`src/rtl/cs_pkg.sv`:
```
package cs_pkg;
  typedef enum logic [1:0] {
    TERM_FAST  = 2'd0,
    TERM_WAIT  = 2'd1,
    TERM_EXT   = 2'd2,
    TERM_WAIT3 = 2'd3
  } term_e;
endpackage

```
`src/rtl/cs_regfile.sv`:
```
module cs_regfile
  import cs_pkg::*;
#(
  parameter int N_SEL = 4,
  parameter int AW = 32,
  parameter int SPW = 3,
  parameter int WSW = 2,
  parameter int BOOT_WAITS = 3,
  localparam int IW = $clog2(N_SEL)
) (
  input  logic           clk,
  input  logic           rst,
  input  logic           cfg_we,
  input  logic [IW-1:0]  cfg_idx,
  input  logic [AW-1:0]  cfg_base,
  input  logic [AW-1:0]  cfg_mask,
  input  logic [SPW-1:0] cfg_space,
  input  logic           cfg_space_en,
  input  logic           cfg_wprot,
  input  logic           cfg_port16,
  input  term_e          cfg_term,
  input  logic [WSW-1:0] cfg_waits,
  input  logic           cfg_valid,
  output logic [AW-1:0]  base_o  [N_SEL],
  output logic [AW-1:0]  mask_o  [N_SEL],
  output logic [SPW-1:0] space_o [N_SEL],
  output logic           spen_o  [N_SEL],
  output logic           wp_o    [N_SEL],
  output logic           p16_o   [N_SEL],
  output term_e          term_o  [N_SEL],
  output logic [WSW-1:0] waits_o [N_SEL],
  output logic           valid_o [N_SEL]
);
  for (genvar i = 0; i < N_SEL; i++) begin : g_entry
    localparam bit IS_BOOT = (i == 0);
    always_ff @(posedge clk) begin
      if (rst) begin
        base_o[i]  <= '0;
        mask_o[i]  <= IS_BOOT ? '1 : '0;
        space_o[i] <= '0;
        spen_o[i]  <= 1'b0;
        wp_o[i]    <= 1'b0;
        p16_o[i]   <= 1'b0;
        term_o[i]  <= TERM_WAIT;
        waits_o[i] <= WSW'(BOOT_WAITS);
        valid_o[i] <= IS_BOOT;
      end else if (cfg_we && (cfg_idx == IW'(i))) begin
        base_o[i]  <= cfg_base;
        mask_o[i]  <= cfg_mask;
        space_o[i] <= cfg_space;
        spen_o[i]  <= cfg_space_en;
        wp_o[i]    <= cfg_wprot;
        p16_o[i]   <= cfg_port16;
        term_o[i]  <= cfg_term;
        waits_o[i] <= cfg_waits;
        valid_o[i] <= cfg_valid;
      end
    end
  end
endmodule

```
`src/rtl/cs_match.sv`:
```
module cs_match #(
  parameter int AW = 32,
  parameter int SPW = 3,
  parameter int MIN_BLOCK_LOG2 = 8
) (
  input  logic [AW-1:0]  addr,
  input  logic [SPW-1:0] space,
  input  logic [AW-1:0]  base,
  input  logic [AW-1:0]  mask,
  input  logic [SPW-1:0] space_req,
  input  logic           space_en,
  input  logic           valid,
  output logic           hit
);
  localparam logic [AW-1:0] LOW_IGNORE = {{(AW-MIN_BLOCK_LOG2){1'b0}}, {MIN_BLOCK_LOG2{1'b1}}};

  logic [AW-1:0] diff;
  logic          addr_ok;
  logic          space_ok;

  always_comb begin
    diff     = (addr ^ base) & ~(mask | LOW_IGNORE);
    addr_ok  = (diff == '0);
    space_ok = !space_en || (space == space_req);
    hit      = valid && addr_ok && space_ok;
  end
endmodule

```
`src/rtl/cs_prio.sv`:
```
module cs_prio #(
  parameter int N_SEL = 4
) (
  input  logic [N_SEL-1:0] hit,
  output logic [N_SEL-1:0] grant,
  output logic             any
);
  always_comb begin
    grant = '0;
    any   = 1'b0;
    for (int i = 0; i < N_SEL; i++) begin
      if (hit[i] && !any) begin
        grant[i] = 1'b1;
        any      = 1'b1;
      end
    end
  end

  always_comb begin
    a_r5_single_grant : assert ($onehot0(grant)) else $error("R5: more than one grant");
    a_r5_grant_in_hits : assert ((grant & ~hit) == '0) else $error("R5: grant without hit");
  end
endmodule

```
`src/rtl/cs_term.sv`:
```
module cs_term
  import cs_pkg::*;
#(
  parameter int N_SEL = 4,
  parameter int WSW = 2
) (
  input  logic             clk,
  input  logic             rst,
  input  logic             bus_as,
  input  logic             bus_rd,
  input  logic             ext_ack,
  input  logic [N_SEL-1:0] grant,
  input  logic             any,
  input  logic             sel_wp,
  input  logic             sel_p16,
  input  term_e            sel_term,
  input  logic [WSW-1:0]   sel_waits,
  output logic [N_SEL-1:0] cs_n,
  output logic             ack,
  output logic             err,
  output logic             port16
);
  logic           active;
  logic           granted;
  term_e          term_q;
  logic [WSW-1:0] waits_q;
  logic [WSW-1:0] cnt;

  always_ff @(posedge clk) begin
    if (rst) begin
      active  <= 1'b0;
      granted <= 1'b0;
      term_q  <= TERM_FAST;
      waits_q <= '0;
      cnt     <= '0;
      cs_n    <= '1;
      ack     <= 1'b0;
      err     <= 1'b0;
      port16  <= 1'b0;
    end else if (!bus_as) begin
      active  <= 1'b0;
      granted <= 1'b0;
      cnt     <= '0;
      cs_n    <= '1;
      ack     <= 1'b0;
      err     <= 1'b0;
      port16  <= 1'b0;
    end else if (!active) begin
      active  <= 1'b1;
      cnt     <= '0;
      term_q  <= sel_term;
      waits_q <= sel_waits;
      if (any && sel_wp && !bus_rd) begin
        err <= 1'b1;
      end else if (any) begin
        granted <= 1'b1;
        cs_n    <= ~grant;
        port16  <= sel_p16;
        ack     <= (sel_term == TERM_FAST);
      end
    end else if (granted && !ack) begin
      case (term_q)
        TERM_EXT:  ack <= ext_ack;
        TERM_FAST: ack <= 1'b1;
        default: begin
          if (cnt == waits_q) ack <= 1'b1;
          else                cnt <= cnt + 1'b1;
        end
      endcase
    end
  end

  a_r8_one_select : assert property (@(posedge clk) disable iff (rst)
    $onehot0(~cs_n));
  a_r4_err_blocks : assert property (@(posedge clk) disable iff (rst)
    err |-> (&cs_n && !ack));
  a_r9_ack_with_select : assert property (@(posedge clk) disable iff (rst)
    ack |-> !(&cs_n));
  a_r11_release : assert property (@(posedge clk) disable iff (rst)
    !bus_as |=> (&cs_n && !ack && !err && !port16));
  a_r11_hold : assert property (@(posedge clk) disable iff (rst)
    (active && bus_as) |=> $stable(cs_n));
  a_r10_ack_sticky : assert property (@(posedge clk) disable iff (rst)
    (ack && bus_as) |=> ack);
endmodule

```
`src/rtl/cs_gen.sv`:
```
module cs_gen
  import cs_pkg::*;
#(
  parameter int N_SEL = 4,
  parameter int AW = 32,
  parameter int SPW = 3,
  parameter int WSW = 2,
  parameter int MIN_BLOCK_LOG2 = 8,
  parameter int BOOT_WAITS = 3,
  localparam int IW = $clog2(N_SEL)
) (
  input  logic             clk,
  input  logic             rst,
  input  logic             cfg_we,
  input  logic [IW-1:0]    cfg_idx,
  input  logic [AW-1:0]    cfg_base,
  input  logic [AW-1:0]    cfg_mask,
  input  logic [SPW-1:0]   cfg_space,
  input  logic             cfg_space_en,
  input  logic             cfg_wprot,
  input  logic             cfg_port16,
  input  logic [1:0]       cfg_term,
  input  logic [WSW-1:0]   cfg_waits,
  input  logic             cfg_valid,
  input  logic [AW-1:0]    bus_addr,
  input  logic [SPW-1:0]   bus_space,
  input  logic             bus_rd,
  input  logic             bus_as,
  input  logic             ext_ack,
  output logic [N_SEL-1:0] cs_n,
  output logic             cs_ack,
  output logic             cs_err,
  output logic             cs_port16
);
  logic [AW-1:0]  base  [N_SEL];
  logic [AW-1:0]  mask  [N_SEL];
  logic [SPW-1:0] space [N_SEL];
  logic           spen  [N_SEL];
  logic           wp    [N_SEL];
  logic           p16   [N_SEL];
  term_e          term  [N_SEL];
  logic [WSW-1:0] waits [N_SEL];
  logic           valid [N_SEL];

  logic [N_SEL-1:0] hit;
  logic [N_SEL-1:0] grant;
  logic             any;
  logic             sel_wp;
  logic             sel_p16;
  term_e            sel_term;
  logic [WSW-1:0]   sel_waits;

  cs_regfile #(
    .N_SEL(N_SEL), .AW(AW), .SPW(SPW), .WSW(WSW), .BOOT_WAITS(BOOT_WAITS)
  ) u_regs (
    .clk(clk), .rst(rst), .cfg_we(cfg_we), .cfg_idx(cfg_idx),
    .cfg_base(cfg_base), .cfg_mask(cfg_mask), .cfg_space(cfg_space),
    .cfg_space_en(cfg_space_en), .cfg_wprot(cfg_wprot), .cfg_port16(cfg_port16),
    .cfg_term(term_e'(cfg_term)), .cfg_waits(cfg_waits), .cfg_valid(cfg_valid),
    .base_o(base), .mask_o(mask), .space_o(space), .spen_o(spen), .wp_o(wp),
    .p16_o(p16), .term_o(term), .waits_o(waits), .valid_o(valid)
  );

  for (genvar i = 0; i < N_SEL; i++) begin : g_match
    cs_match #(.AW(AW), .SPW(SPW), .MIN_BLOCK_LOG2(MIN_BLOCK_LOG2)) u_match (
      .addr(bus_addr), .space(bus_space), .base(base[i]), .mask(mask[i]),
      .space_req(space[i]), .space_en(spen[i]), .valid(valid[i]), .hit(hit[i])
    );
  end

  cs_prio #(.N_SEL(N_SEL)) u_prio (.hit(hit), .grant(grant), .any(any));

  always_comb begin
    sel_wp    = 1'b0;
    sel_p16   = 1'b0;
    sel_term  = TERM_FAST;
    sel_waits = '0;
    for (int i = 0; i < N_SEL; i++) begin
      if (grant[i]) begin
        sel_wp    = wp[i];
        sel_p16   = p16[i];
        sel_term  = term[i];
        sel_waits = waits[i];
      end
    end
  end

  cs_term #(.N_SEL(N_SEL), .WSW(WSW)) u_term (
    .clk(clk), .rst(rst), .bus_as(bus_as), .bus_rd(bus_rd), .ext_ack(ext_ack),
    .grant(grant), .any(any), .sel_wp(sel_wp), .sel_p16(sel_p16),
    .sel_term(sel_term), .sel_waits(sel_waits),
    .cs_n(cs_n), .ack(cs_ack), .err(cs_err), .port16(cs_port16)
  );
endmodule

```
`config.mk`:
```
export PLATFORM = sky130hd
export DESIGN_NAME = cs_gen
export DESIGN_NICKNAME = d
export VERILOG_FILES = /design/src/rtl/cs_pkg.sv /design/src/rtl/cs_regfile.sv /design/src/rtl/cs_match.sv /design/src/rtl/cs_prio.sv /design/src/rtl/cs_term.sv /design/src/rtl/cs_gen.sv
export SDC_FILE = /design/constraint.sdc
export NUM_CORES = 1
export LEC_CHECK = 0
export BUFFER_PORTS_ARGS = -buffer_cell sky130_fd_sc_hd__buf_2
export CAP_MARGIN = 0
export CORE_AREA = 4 4 142 144
export CTS_CLUSTER_SIZE = 14
export DETAILED_ROUTE_END_ITERATION = 8
export DIE_AREA = 0 0 146 148
export HOLD_SLACK_MARGIN = 0.08
export PLACE_DENSITY_LB_ADDON = 0.25
export SLEW_MARGIN = 10
export SYNTH_ARGS = -nofsm -noshare
export SYNTH_HDL_FRONTEND = slang
export SYNTH_SLANG_ARGS = --single-unit
```
`constraint.sdc`:
```
create_clock -name clk -period 3.4 [get_ports clk]
set_input_delay 0 -clock clk [delete_from_list [all_inputs] [get_ports clk]]
set_output_delay 0 -clock clk [all_outputs]
set_load 0.005 [all_outputs]
```
==> metrics.md, run 1 <==
| Metric | Value |
|---|---|
| CP required | `3820 ps` |
| Worst setup EP type | `register` |
| TritonCTS buffer count | `26` |
| R2R cell count | `8` |
| Status | `finished, final reports clean` |
| Std-Cell Rows | `50` |
| Post-route core utilization | `70.13%` |
| Number of antenna violations at the first check in global routing | `1` |
| Final slew viol count | `0` |
| Layout cell share with drive strength beyond 1 | `12.12%` |
| Worst skew pair latency | `540 ps` |
| Period utilisation layout | `87.92%` |
| Post-CTS Resized | `0` |
| Area contributors post-synth | `dfxtp_1, nand2_1, a21oi_1` |
| Starting Density | `57.87%` |
| Die ar. | `0.02161 mm2` |
| Initial DRT Pass Iterations | `6` |
| Seq/Total Area, Yosys | `46.42%` |
| P per Cell Area | `565.9 mW/mm2` |
| Leak pwr | `0.004730 uW` |
| Yosys top cell by area | `dfxtp_1` |
| Slew @ Worst Pin | `1209 ps` |
| Most numerous cell in the Yosys netlist | `nand2_1` |
| Syn nets | `1517` |
| Worst path cell trace | `xnor2_1 > o22ai_1 > or4_4 > or4_4 > a211oi_4 > a2bb2oi_2 > o21ai_1 > a211o_1` |
| Reg2reg start | `u_regs.base_o[84]` |
| Clock root buffer | `clkbuf_16` |
| Min Tclk post-route | `2989 ps` |
| DRT iter0 DRCs | `948` |
| DR vias/cell | `5.876` |
| Clock tree buffer depth | `3` |
| Final WL | `34750 um` |
| Diode count | `0` |
| Crit path arrival time | `3410 ps` |
| Max Clock Skew | `21.37 ps` |
| Slowest cell on crit path | `or4_4` |
| Vias in the first global route | `9934` |
| CTS tree | `done` |
| PortBufs | `100` |
| Syn Inst Count | `1399` |
| Fmax | `0.3345 GHz` |
| Capturing point of the worst reg2reg path | `u_term.cs_n[3]` |
| Syn-to-layout area delta | `21.19%` |
| GRT overflow | `0` |
| Post-Syn Area per Cell | `7.738 um2` |
| Ys Warns | `0` |
| Via count | `10340` |
| CP max FO | `9` |
| Fill cell count | `1490` |
| Chip Width | `146 um` |
| Ports | `125` |
| PnR worst setup slack | `410.9 ps` |
| Most used cell, CP | `or4_4` |
| Crit-path max cell delay | `590 ps` |
| Die Ht | `148 um` |
| EDFF count, synth | `0` |
| Synth top cells by count | `nand2_1, dfxtp_1, a21oi_1, xnor2_1, clkbuf_1` |
| # Max-Cap Violations | `0` |
| Critical path startpoint category | `register` |
| Peak supply drop | `0.0004866 V` |
| Total GRT Usage | `31.46%` |
| Yosys top cell area share | `46.42%` |
| Setup crit end | `u_term.cs_n[3]` |
| Cell area after synthesis | `0.01083 mm2` |
| Hold Path Class | `in2reg` |
| RSZ-0062 raised after global routing | `no` |
| Synth cell types | `56` |
| Gpl congestion | `0.9825` |
| Final hold violations | `0` |
| DRC | `0` |
| DR WL/cell | `19.74 um` |
| H-tree Lvls | `1` |
| Predominant post-synthesis flop cell | `dfxtp_1` |
| Final number of setup-violating endpoints | `0` |
| Post-DP HPWL | `23470 um` |
| Slew Limit Headroom | `19.37%` |
| Flop-to-flop setup slack | `410 ps` |
| Setup total negative slack | `0 ps` |
| Synth Register Bits | `251` |
| Largest net degree at the start of global routing | `241` |
| Sink Count | `251` |
| Crit path launch | `u_regs.base_o[84]` |
| First-pass GRT wire length | `54130 um` |
| Kind of critical path | `reg2reg` |
| Nets | `1624` |
| Placement Setup Slack | `467.0 ps` |
| Synth async-reset ratio | `0%` |
| Routed Antenna Nets | `0` |
| Worst-path clk slew | `60 ps` |
| CORE AREA | `0.01871 mm2` |
## critical path, delay by kind of cell (launching register included)
kind	cells	cell delay, ps
compound gates	5	1050
flops	1	320
simple gates	2	1170
xor+xnor	1	330
## kinds of logic (layout without fill, tap and decap cells)
family / count (synthesis) / in the layout / share of synthesized area [%]
muxes: 2 / 2 / 0.1849
DFF: 251 / 251 / 46.42
and+or+nand+nor: 615 / 615 / 24.31
xor gates and xnor gates: 112 / 112 / 9.061
buffers and inverters: 113 / 240 / 4.080
AOI/OAI and AO/OA: 306 / 306 / 15.95
## worst min-delay path by stage
stage | startpoint | end | cells past startpoint
after floorplan | cfg_term[0] | u_regs.term_o[6] | 1
after global placement | cfg_term[0] | u_regs.term_o[6] | 2
after detailed placement | cfg_term[0] | u_regs.term_o[6] | 2
after CTS | cfg_term[0] | u_regs.term_o[6] | 3
after global routing | cfg_base[17] | u_regs.base_o[81] | 4
final | cfg_base[17] | u_regs.base_o[49] | 4
## layout make-up
| cell class | count | area, um2 | area share [%] |
|---|---|---|---|
| clock buffer | 28 | 668.1 | 5.093 |
| clock inverter | 20 | 386.6 | 2.947 |
| inverter | 7 | 26.28 | 0.2003 |
| multi-input combinational | 1035 | 5385 | 41.05 |
| sequential | 251 | 5025 | 38.30 |
| tap | 234 | 292.8 | 2.232 |
| timing repair buffer | 185 | 1335 | 10.18 |
## cells in the final DEF (no fill, tap or decap), types with 3 or more instances in the layout
cell type	instances
a21o_1	3
a21oi_1	206
and4_1	3
buf_2	99
buf_4	17
bufinv_16	11
clkbuf_16	26
clkinv_2	8
dfxtp_1	251
dlygate4sd3_1	66
inv_1	6
nand2_1	492
nand2b_1	3
nand3_1	7
nand3b_1	36
nand4_1	5
nor2_1	18
nor3_1	11
nor4_1	18
o21ai_0	10
o22ai_1	61
o31a_1	3
or4_4	3
xnor2_1	100
xor2_1	12
## state kept, by name, summed over array words and instances (netlist names)
register and cells:
u_regs.base_o 96, u_regs.mask_o 96, u_regs.space_o 12, u_regs.term_o 8, u_regs.waits_o 8, u_regs.p16_o 4
u_regs.spen_o 4, u_regs.valid_o 4, u_regs.wp_o 4, u_term.cs_n 4, u_term.cnt 2, u_term.term_q 2
u_term.waits_q 2, u_term.ack 1, u_term.active 1, u_term.err 1, u_term.granted 1, u_term.port16 1
## where the power goes
group / switching (uW) / internal (uW) / total, uW / leakage (uW)
sequential: 74.6 / 3050 / 3120 / 0.00204
combinational: 506 / 327 / 832 / 0.00217
clock: 1210 / 2260 / 3470 / 0.000522
total: 1790 / 5630 / 7420 / 0.00473
## routing by layer
layer  GRT usage, %  vias to the layer above  routed length (um)
li1               -                     4876                   -
met1          41.89                     4866               14290
met2          50.64                      486               15670
met3          5.917                      112                3166
met4          13.12                        2                1613
met5              0                        -                  13
## what timing repair did
item                                   in CTS  in global routing
endpoints found under the hold margin     249                  0
setup buffers                               0                  0
hold buffers                               66                  0
## metrics by stage
stage / total power, uW / cells / instance area, um2 / hold WS (ps)
finish: 7425 / 1760 / 13120 / 271.1
global route: 7651 / 1760 / 13120 / 293.1
CTS: 7432 / 1760 / 13120 / 252.3
detailed placement: 3935 / 1646 / 11400 / 268.5
global placement: 3921 / 1646 / 11400 / 260.6
floorplan: 3639 / 1399 / 10830 / 117.8
(Power assumes the default switching activity.)
==> inputs of run 2 (changes only) <==
--- a/config.mk
+++ b/config.mk
@@ -12,7 +12,7 @@
 export DETAILED_ROUTE_END_ITERATION = 8
 export DIE_AREA = 0 0 146 148
 export HOLD_SLACK_MARGIN = 0.08
-export PLACE_DENSITY_LB_ADDON = 0.25
+export PLACE_DENSITY_LB_ADDON = 0.08
 export SLEW_MARGIN = 10
 export SYNTH_ARGS = -nofsm -noshare
 export SYNTH_HDL_FRONTEND = slang
==> run 2 against run 1 <==
Effect of this change:
- maximum frequency shrank 1.9%
- worst hold slack got worse by 150 ps
- register-to-register slack worse by 60 ps
- via count shrank 1.6%
- design area fell by 2.3%
- setup slack got worse by 57 ps
- die area unchanged
- critical path type unchanged
==> metrics.md, run 2 (synthesis results as in run 1) <==
| Metric | Value |
|---|---|
| First-pass GRT wire length | `53790 um` |
| Via count | `10180` |
| Nets | `1620` |
| R2R cell count | `8` |
| Leak pwr | `0.004576 uW` |
| Final cell count without fillers | `1752` |
| Critical path startpoint category | `register` |
| Layout cell share with drive strength beyond 1 | `11.20%` |
| RSZ-0062 raised after global routing | `no` |
| Crit-path max cell delay | `590 ps` |
| Levels on crit path | `8` |
| Status | `finished, final reports clean` |
| Worst Path Buf+Inv | `0` |
| Min Tclk post-route | `3046 ps` |
| Worst-path clk slew | `60 ps` |
| Setup total negative slack | `0 ps` |
| Placement Setup Slack | `429.0 ps` |
| Final hold violations | `0` |
| DR WL/cell | `19.70 um` |
| Initial DRT Pass Iterations | `5` |
| TritonCTS buffer count | `26` |
| Largest delay contributor family on the critical path | `simple AND/OR/NAND/NOR gates` |
| CTS tree | `done` |
| Met2 GRT Util | `49.48%` |
| Slew Limit Headroom | `23.50%` |
| Post-Place Cells | `1644` |
| Final number of setup-violating endpoints | `0` |
| Syn-to-layout area delta | `18.40%` |
| GR peak layer | `met2` |
| Number of antenna violations at the first check in global routing | `0` |
| Most used cell, CP | `or4_4` |
| DRC | `0` |
| Most frequent cells in the layout | `nand2_1, dfxtp_1, a21oi_1` |
| Worst skew pair latency | `530 ps` |
| PnR worst setup slack | `354.0 ps` |
| Met3 usage | `4.537%` |
| Slowest cell on crit path | `or4_4` |
| Fmax | `0.3283 GHz` |
| Die Ht | `148 um` |
| # Max-Cap Violations | `0` |
| Max Clock Skew | `6.713 ps` |
| Final WL | `34520 um` |
| Largest net degree at the start of global routing | `241` |
| DR vias/cell | `5.811` |
| Chip Width | `146 um` |
| Gpl congestion | `1.045` |
| DRT iter0 DRCs | `1127` |
| Peak supply drop | `0.0005006 V` |
| CP required | `3820 ps` |
| PortBufs | `100` |
| Die ar. | `0.02161 mm2` |
| Post-CTS Resized | `0` |
| Hold path depth | `4` |
| Crit path arrival time | `3460 ps` |
| Cts hold-fix bufs | `64` |
| Slew @ Worst Pin | `1148 ps` |
| Ports | `125` |
| Post-DP HPWL | `22820 um` |
| Sink Count | `251` |
| Total GRT Usage | `31.16%` |
| Hold Path Class | `in2reg` |
| Period utilisation layout | `89.59%` |
| Std-Cell Rows | `50` |
| Clock root buffer | `clkbuf_16` |
| GRT overflow | `0` |
| Worst setup EP type | `register` |
| Clock tree buffer depth | `3` |
| Buffer count from post-CTS setup fixing | `0` |
| Worst path cell trace | `xnor2_1 > o22ai_1 > or4_4 > or4_4 > a211oi_4 > a2bb2oi_2 > o21ai_1 > a211o_1` |
| CP max FO | `9` |
| H-tree Lvls | `1` |
| Starting Density | `57.87%` |
| CORE AREA | `0.01871 mm2` |
| Kind of critical path | `reg2reg` |
| Vias in the first global route | `9301` |
| Met1 usage | `44.68%` |
| Commonest non-fill, non-tap cell in the layout | `nand2_1` |
| Final slew viol count | `0` |
| Routed Antenna Nets | `0` |
| Largest regs | `u_regs.base_o x96, u_regs.mask_o x96, u_regs.space_o x12` |
| P per Cell Area | `519.9 mW/mm2` |
| Diode count | `0` |
-- run 2: cell count changes in the layout (fill, tap and decap cells not counted) --
cell	before	now
buf_12	2	1
buf_4	17	16
bufinv_16	11	0
clkbuf_1	1	10
clkbuf_16	26	27
clkbuf_8	1	6
clkinv_2	8	1
clkinv_8	1	0
dlygate4sd3_1	66	64
-- run 2: area by class of cell --
class | count | area [um2]
Clock buffer | 43 | 795.8
Inverter | 7 | 26.28
Sequential cell | 251 | 5025
Multi-Input combinational cell | 1035 | 5385
Clock inverter | 1 | 5.005
Fill cell | 1593 | 5888
Timing Repair Buffer | 181 | 1287
Tap cell | 234 | 292.8
-- run 2: path summary, 6_finish.rpt --
check / from / end / slack [ps]
min: cfg_we / u_regs.base_o[26] / 120
max: u_regs.base_o[84] / u_term.cs_n[3] / 350
max reg2reg: u_regs.base_o[84] / u_term.cs_n[3] / 350
min reg2reg: u_regs.spen_o[3] / u_regs.spen_o[3] / 450
-- run 2: metal layers --
layer / vias to the layer above / routed length [um]
met4: 0 / 935
met2: 429 / 15780
met3: 64 / 2577
met5: - / 0
li1: 4855 / -
met1: 4832 / 15230
-- run 2: tightest hold or removal path, delay by kind of cell --
kind,cells,cell delay [ps]
AOI/OAI and AO/OA,1,50
buffers and inverters,1,130
and+or+nand+nor,2,420
-- run 2: per-stage QoR --
stage	utilization (%)	instance area, um2	hold WS, ps	power (uW)
after floorplan	-	10830	117.8	3639
after global placement	60.82	11380	258.8	3928
after detailed placement	60.82	11380	265.6	3940
after CTS	68.52	12820	106.6	6667
after global routing	68.52	12820	134.9	6877
final	68.52	12820	120.0	6664
-- run 2: where the power goes --
group | switching, uW | total [uW] | internal (uW)
combinational | 505 | 832 | 327
sequential | 71.8 | 3120 | 3050
clock | 1130 | 2710 | 1580
==> inputs of run 3 (changes only) <==
--- a/config.mk
+++ b/config.mk
@@ -5,7 +5,7 @@
 export SDC_FILE = /design/constraint.sdc
 export NUM_CORES = 1
 export LEC_CHECK = 0
-export BUFFER_PORTS_ARGS = -buffer_cell sky130_fd_sc_hd__buf_2
+export BUFFER_PORTS_ARGS = -buffer_cell sky130_fd_sc_hd__buf_4
 export CAP_MARGIN = 0
 export CORE_AREA = 4 4 142 144
 export CTS_CLUSTER_SIZE = 14
==> run 3 against run 2 <==
Effect of this change:
- sequential share of layout area fell by 0.93 points
- first-iteration DRC count fell by 15%
- sequential power barely moved
- clock-buffer cell count fell by 3
- via count rose by 0.12%
- clock power rose by 4%
- wire length fell by 0.94%
- combinational power rose by 4.2%
- non-clock buffer count rose by 2
- die area did not move
- setup slack improved by 54 ps
- largest power group unchanged
==> metrics.md, run 3 (synthesis results as in run 1) <==
| Metric | Value |
|---|---|
| Status | `finished, final reports clean` |
| Fill cell count | `1540` |
| Post-Place Cells | `1644` |
| Clock root buffer | `clkbuf_16` |
| CP max FO | `9` |
| Ports | `125` |
| Crit path arrival time | `3410 ps` |
| DRT iter0 DRCs | `958` |
| PortBufs | `100` |
| Largest net degree at the start of global routing | `241` |
| CTS tree | `done` |
| Chip Width | `146 um` |
| Final WL | `34200 um` |
| Setup total negative slack | `0 ps` |
| CP required | `3820 ps` |
| Die Ht | `148 um` |
| Slew @ Worst Pin | `1184 ps` |
| Vias in the first global route | `9497` |
| Most frequent cells in the layout | `nand2_1, dfxtp_1, a21oi_1` |
| Die ar. | `0.02161 mm2` |
| Fmax | `0.3342 GHz` |
| Final hold violations | `0` |
| Commonest non-fill, non-tap cell in the layout | `nand2_1` |
| Gpl congestion | `1.000` |
| RSZ-0062 raised after global routing | `no` |
| Final number of setup-violating endpoints | `0` |
| Slew Limit Headroom | `21.05%` |
| Buffer count from post-CTS setup fixing | `0` |
| CORE AREA | `0.01871 mm2` |
| # Max-Cap Violations | `0` |
| Critical path startpoint category | `register` |
| Kind of critical path | `reg2reg` |
| Post-DP HPWL | `22750 um` |
| Final cell count without fillers | `1755` |
| Worst-path clk slew | `60 ps` |
| Max Clock Skew | `8.093 ps` |
| Sink Count | `251` |
| Largest regs | `u_regs.base_o x96, u_regs.mask_o x96, u_regs.space_o x12` |
| DR vias/cell | `5.807` |
| Layout cell share with drive strength beyond 1 | `11.51%` |
| DRC | `0` |
| Post-route core utilization | `70.19%` |
| Period utilisation layout | `88.00%` |
| P per Cell Area | `518.1 mW/mm2` |
| Via count | `10190` |
| Hold Path Class | `in2reg` |
| Diode count | `0` |
| Flop-to-flop setup slack | `410 ps` |
| Peak supply drop | `0.0004462 V` |
| GRT overflow | `0` |
| Total GRT Usage | `30.91%` |
| Clock tree buffer depth | `3` |
| Nets | `1622` |
| DR WL/cell | `19.48 um` |
| Initial DRT Pass Iterations | `8` |
| Worst setup EP type | `register` |
| H-tree Lvls | `1` |
| TritonCTS buffer count | `26` |
| First-pass GRT wire length | `53610 um` |
| Worst skew pair latency | `530 ps` |
| Final slew viol count | `0` |
| Starting Density | `57.87%` |
| Multi-input gate area | `0.005385 mm2` |
| Min Tclk post-route | `2992 ps` |
| Register area | `0.005025 mm2` |
| Std-Cell Rows | `50` |
| Routed Antenna Nets | `0` |
| Number of antenna violations at the first check in global routing | `0` |
| Syn-to-layout area delta | `21.28%` |
| Hold_ws | `248.2 ps` |
| Leak pwr | `0.004697 uW` |
## run 3: cell count changes in the layout (fill, tap and decap cells not counted)
cell and change:
dlygate4sd3_1 +2, clkbuf_1 -4, buf_4 +99, bufinv_16 +1, clkinv_8 +1, clkbuf_8 +2, buf_2 -99, clkinv_2 +2
clkbuf_16 -1
## run 3: final cells by class
| type | instances | share of cell area [%] |
|---|---|---|
| Timing Repair Buffer | 183 | 11.85 |
| Tap cell | 234 | 2.230 |
| Inverter | 7 | 0.2001 |
| Multi-Input combinational cell | 1035 | 41.02 |
| Clock inverter | 5 | 0.4670 |
| Clock buffer | 40 | 5.966 |
| Sequential cell | 251 | 38.27 |
## run 3: report_power, final
group	switching (uW)	leakage [uW]	internal, uW
clock	1160	0.000418	1650
sequential	71.0	0.00204	3050
combinational	505	0.00224	362
## run 3: final timing paths
check,startpoint,end,cells past startpoint
worst max-delay path,u_regs.base_o[88],u_term.cs_n[3],8
worst min register to register,u_regs.mask_o[90],u_regs.mask_o[90],2
worst max register to register,u_regs.base_o[88],u_term.cs_n[3],8
worst min-delay path,cfg_term[0],u_regs.term_o[6],3
## run 3: repair_timing
action                    4_1_cts  5_1_grt
hold endpoints to repair      249        0
gates resized for setup         0        0
hold buffers                   66        0
## run 3: worst max-delay path, stage by stage (launching register included)
cell	delay, ps
dfxtp_1	320
xnor2_1	290
o22ai_1	180
or4_4	580
or4_4	620
a211oi_4	320
a2bb2oi_2	230
o21ai_1	80
a211o_1	280
## run 3: through the flow
stage | power (uW) | setup slack (ps) | area (um2)
after floorplan | 3639 | 663.8 | 10830
final | 6802 | 408.0 | 13130
after global placement | 3959 | 465.6 | 11620
after detailed placement | 3970 | 435.7 | 11620
after CTS | 6805 | 426.4 | 13130
after global routing | 7022 | 156.2 | 13130
## run 3: per-layer routing
layer / GRT usage (%) / wire (um)
met1: 43.17 / 14660
met4: 10.21 / 1260
met5: 0 / 0
met3: 4.813 / 2797
met2: 49.41 / 15480
